**config.mk**
```make
export PLATFORM = sky130hd
export DESIGN_NAME = nor_gated_shifter
export DESIGN_NICKNAME = d
export VERILOG_FILES = /design/src/rtl/nor_gated_shifter.sv
export SDC_FILE = /design/constraint.sdc
export NUM_CORES = 1
export LEC_CHECK = 0
export CORE_AREA = 2 2 39 41
export DETAILED_ROUTE_END_ITERATION = 8
export DIE_AREA = 0 0 41 43
export GPL_TIMING_DRIVEN = 0
export HOLD_SLACK_MARGIN = 0.08
export MAX_ROUTING_LAYER = met4
export PLACE_DENSITY_LB_ADDON = 0.08
export SLEW_MARGIN = 0
export SYNTH_ARGS = -nofsm -noshare
export SYNTH_HDL_FRONTEND = slang
export SYNTH_SLANG_ARGS = --single-unit
```
**constraint.sdc**
```tcl
create_clock -name clk_i -period 3.8 [get_ports clk_i]
set_clock_uncertainty 0.1 [all_clocks]
set_input_delay 0.38 -clock clk_i [delete_from_list [all_inputs] [get_ports clk_i]]
set_output_delay 0.38 -clock clk_i [all_outputs]
set_load 0.03 [all_outputs]
```
**src/rtl/nor_gated_shifter.sv**
```systemverilog
module nor_gated_shifter #(
  parameter int WIDTH       = 8,
  parameter int SYNC_STAGES = 2
) (
  input  logic             clk_i,
  input  logic             clr_n_i,
  input  logic             shift_mode_i,
  input  logic             ser_i,
  input  logic [WIDTH-1:0] par_i,
  input  logic             gate_a_i,
  input  logic             gate_b_i,
  output logic             ser_o
);

  logic [SYNC_STAGES-1:0] sync_a_q, sync_b_q, arm_q;
  logic [WIDTH-1:0]       stage_q;
  logic                   nor_prev_q;
  logic                   nor_now, fire;

  always_ff @(posedge clk_i) begin
    sync_a_q <= {sync_a_q[SYNC_STAGES-2:0], gate_a_i};
    sync_b_q <= {sync_b_q[SYNC_STAGES-2:0], gate_b_i};
  end

  assign nor_now = ~(sync_a_q[SYNC_STAGES-1] | sync_b_q[SYNC_STAGES-1]);
  assign fire    = arm_q[SYNC_STAGES-1] & nor_now & ~nor_prev_q;

  always_ff @(posedge clk_i or negedge clr_n_i) begin
    if (!clr_n_i) begin
      arm_q      <= '0;
      nor_prev_q <= 1'b1;
      stage_q    <= '0;
    end else begin
      arm_q      <= {arm_q[SYNC_STAGES-2:0], 1'b1};
      nor_prev_q <= nor_now;
      if (fire)
        stage_q <= shift_mode_i ? {stage_q[WIDTH-2:0], ser_i} : par_i;
    end
  end

  assign ser_o = stage_q[WIDTH-1];

  always_ff @(posedge clk_i) begin
    if (!clr_n_i) AST_CLEAR_ZERO: assert (stage_q == '0);
  end

  AST_HOLD_NO_EDGE: assert property (@(posedge clk_i) disable iff (!clr_n_i)
    !fire |=> $stable(stage_q));

  AST_SHIFT_MOVE: assert property (@(posedge clk_i) disable iff (!clr_n_i)
    fire && shift_mode_i |=> stage_q == {$past(stage_q[WIDTH-2:0]), $past(ser_i)});

  AST_LOAD_BYTE: assert property (@(posedge clk_i) disable iff (!clr_n_i)
    fire && !shift_mode_i |=> stage_q == $past(par_i));

  AST_NO_EDGE_UNARMED: assert property (@(posedge clk_i) disable iff (!clr_n_i)
    !arm_q[SYNC_STAGES-1] |=> $stable(stage_q));

endmodule

```
==> results by group <==
STA
  – Final Setup Violations: 0
  – Relative slew slack: 0.635
  – Final Cycle Share: 0.469
  – Final hold vios: 0
  – RSZ-0062 raised after global routing: false
  – Max Slew Vio Count: 0
  – Crit path time final: 1780 ps
  – Fmax: 0.562 GHz
  – Hold slack final: 233 ps
  – Worst slew pin tran: 546 ps
  – Setup_tns: 0 ps

Power
  – Cell Pwr Density: 503 mW/mm^2
  – VDD IR max: 221 uV
  – Lkg Pwr: 0.309 nW

Yosys
  – Synth Instances: 35
  – Seq/Total Area, Yosys: 0.624
  – Cell variety after synth: 8
  – Top_reg_cell synth: dfrtp_1
  – Ys async rst share: 0.733
  – Cell Area, Synth: 572 um^2
  – Post-synthesis register bit count: 15
  – Cell with the most instances after synthesis: mux2_2
  – Top-area cell type share of the netlist area: 0.438
  – Post-Syn Nets: 49
  – Ranking of synthesized cells by area: dfrtp_1 (44%), mux2_2 (32%), dfxtp_1 (14%)
  – Area leader, netlist: dfrtp_1
  – Syn. warnings: 0
  – Commonest cells in the netlist: mux2_2 (16), dfrtp_1 (10), dfxtp_1 (4)
  – Mean Syn Cell Area: 16.3 um^2
  – EDFF count, synth: 0

Setup path
  – Crit-path max FO: 2
  – Crit-path cells: clkdlybuf4s50_1
  – Critical path arrival: 1300 ps
  – CP max stage cell: clkdlybuf4s50_1
  – Startpoint Class: flip-flop
  – Worst path buffer plus inverter count: 1
  – CP Capture Type: primary output
  – Critical path type: flip-flop to primary output
  – Req. time, crit path: 3320 ps
  – Slowest Stage Delay on Critical Path: 670 ps
  – Crit-path leading delay family: buffers and inverters

Drt
  – Vias: 335
  – DR pass1 iterations: 2
  – DRT iter0 DRCs: 2
  – Post-DRT Antenna Nets: 0
  – Vias per inst: 4.93
  – DRC Markers: 0
  – WL/cell: 12.2 um
  – Routed wire length: 829 um

Floorplanning
  – Die height: 43 um
  – # IOs: 15
  – Die W: 41 um
  – DIE AREA: 0.00176 mm^2
  – Placement Rows: 14
  – Core Box Area: 0.00138 mm^2
  – Initial Util: 0.413

CTS
  – Hold buffer count at cts: 0
  – PostCTS Resize Cnt: 0
  – Clock Sinks: 15
  – Root Driver: clkbuf_4
  – H-tree levels: 1
  – Clk buf depth: 2
  – Post-CTS setup buffers: 0
  – CTS tree: built
  – Clk_lat worst skew: 270 ps
  – CTS Buf Count: 3
  – Clock Pin Slew Worst Setup and Hold Paths: 80 ps

Placement
  – IO Port Bufs: 13
  – Dpl hpwl: 664 um
  – Dpl cell area: 722 um^2
  – Placer Congestion: 0.622

GRT
  – Total GRT Usage: 0.124
  – Congestion Overflow GR: 0
  – First-pass GRT wire length: 1.36 mm
  – Maximum number of pins on one net before global-route repair: 12
  – Initial antenna violation count: 0
  – Vias in the first global route: 369

Final layout
  – Antenna Cells: 0
  – Multi-input logic area: 211 um^2
  – Cell area after layout: 749 um^2
  – Layout cells sized above 1: 0.423
  – Number of fill cells: 120
  – Area Growth Syn to Fin: 31.1%
  – # nets final: 67
  – FF+latch area: 357 um^2

Hold path
  – Hold crit path type: flip-flop to flip-flop

Status
  – Status: finished, final reports clean

Run
  – Max-Cap Viols: 0
==> kinds of logic (layout without fill, tap and decap cells) <==
group                  count (synthesis)  count (layout)  share of synthesized area
muxes                                 16              16                      0.315
DFF                                   15              15                      0.624
and+or+nand+nor                        2               2                     0.0481
other                                  1               1                    0.00656
buffers and inverters                  1              18                    0.00656
==> final timing paths <==
check                             from          end  slack, ps  depth (start not counted)
setup / recovery            stage_q[7]        ser_o       2020                          1
hold / removal             sync_a_q[0]  sync_a_q[1]        230                          0
setup reg to reg           sync_b_q[1]   stage_q[5]       2280                          2
hold reg to reg            sync_a_q[0]  sync_a_q[1]        230                          0
max in group asynchronous      clr_n_i   nor_prev_q       2930                          1
min in group asynchronous      clr_n_i   stage_q[1]        320                          1
==> registers in the layout, summed over array words and instances (netlist names) <==
register    flops
nor_prev_q      1
sync_a_q        2
arm_q           2
stage_q         8
sync_b_q        2
==> cells in the final DEF, fill, tap and decap left out, drive strengths merged <==
| cell | instances |
|---|---|
| clkinv | 1 |
| clkbuf | 4 |
| conb | 1 |
| dfrtp | 10 |
| mux2 | 16 |
| clkdlybuf4s50 | 13 |
| dfxtp | 4 |
| dfstp | 1 |
| nor4b | 1 |
| nor2 | 1 |
==> layer usage <==
metal | global-route usage | vias to the layer above | part of all wire
li1 | - | 161 | -
met1 | 0.104 | 163 | 0.38
met2 | 0.200 | 11 | 0.54
met3 | 0.0524 | 0 | 0.078
met4 | 0.0933 | 0 | 0
met5 | - | - | 0
==> stage by stage <==
step | power, mW | instances | utilization | setup slack (ps)
after floorplan | 0.262 | 35 | - | 2320
after global placement | 0.289 | 64 | 0.522 | 2260
after detailed placement | 0.296 | 64 | 0.522 | 2200
after CTS | 0.384 | 68 | 0.542 | 2000
after global routing | 0.403 | 68 | 0.542 | 1950
final | 0.377 | 68 | 0.542 | 2020
==> layout make-up <==
type / instances / share of cell area
multi-input combinational: 19 / 0.282
buffer: 1 / 0.00501
tap: 16 / 0.0267
clock buffer: 3 / 0.0301
sequential: 15 / 0.476
timing repair buffer: 13 / 0.174
clock inverter: 1 / 0.00668
==> power by group <==
part           switching [mW]  leakage, nW  internal [mW]
clock network          0.0468       0.0177         0.0390
registers              0.0163        0.164          0.193
logic                  0.0275        0.128         0.0546
total                  0.0906        0.309          0.287
Note: power is estimated with default switching activity, not from simulation.
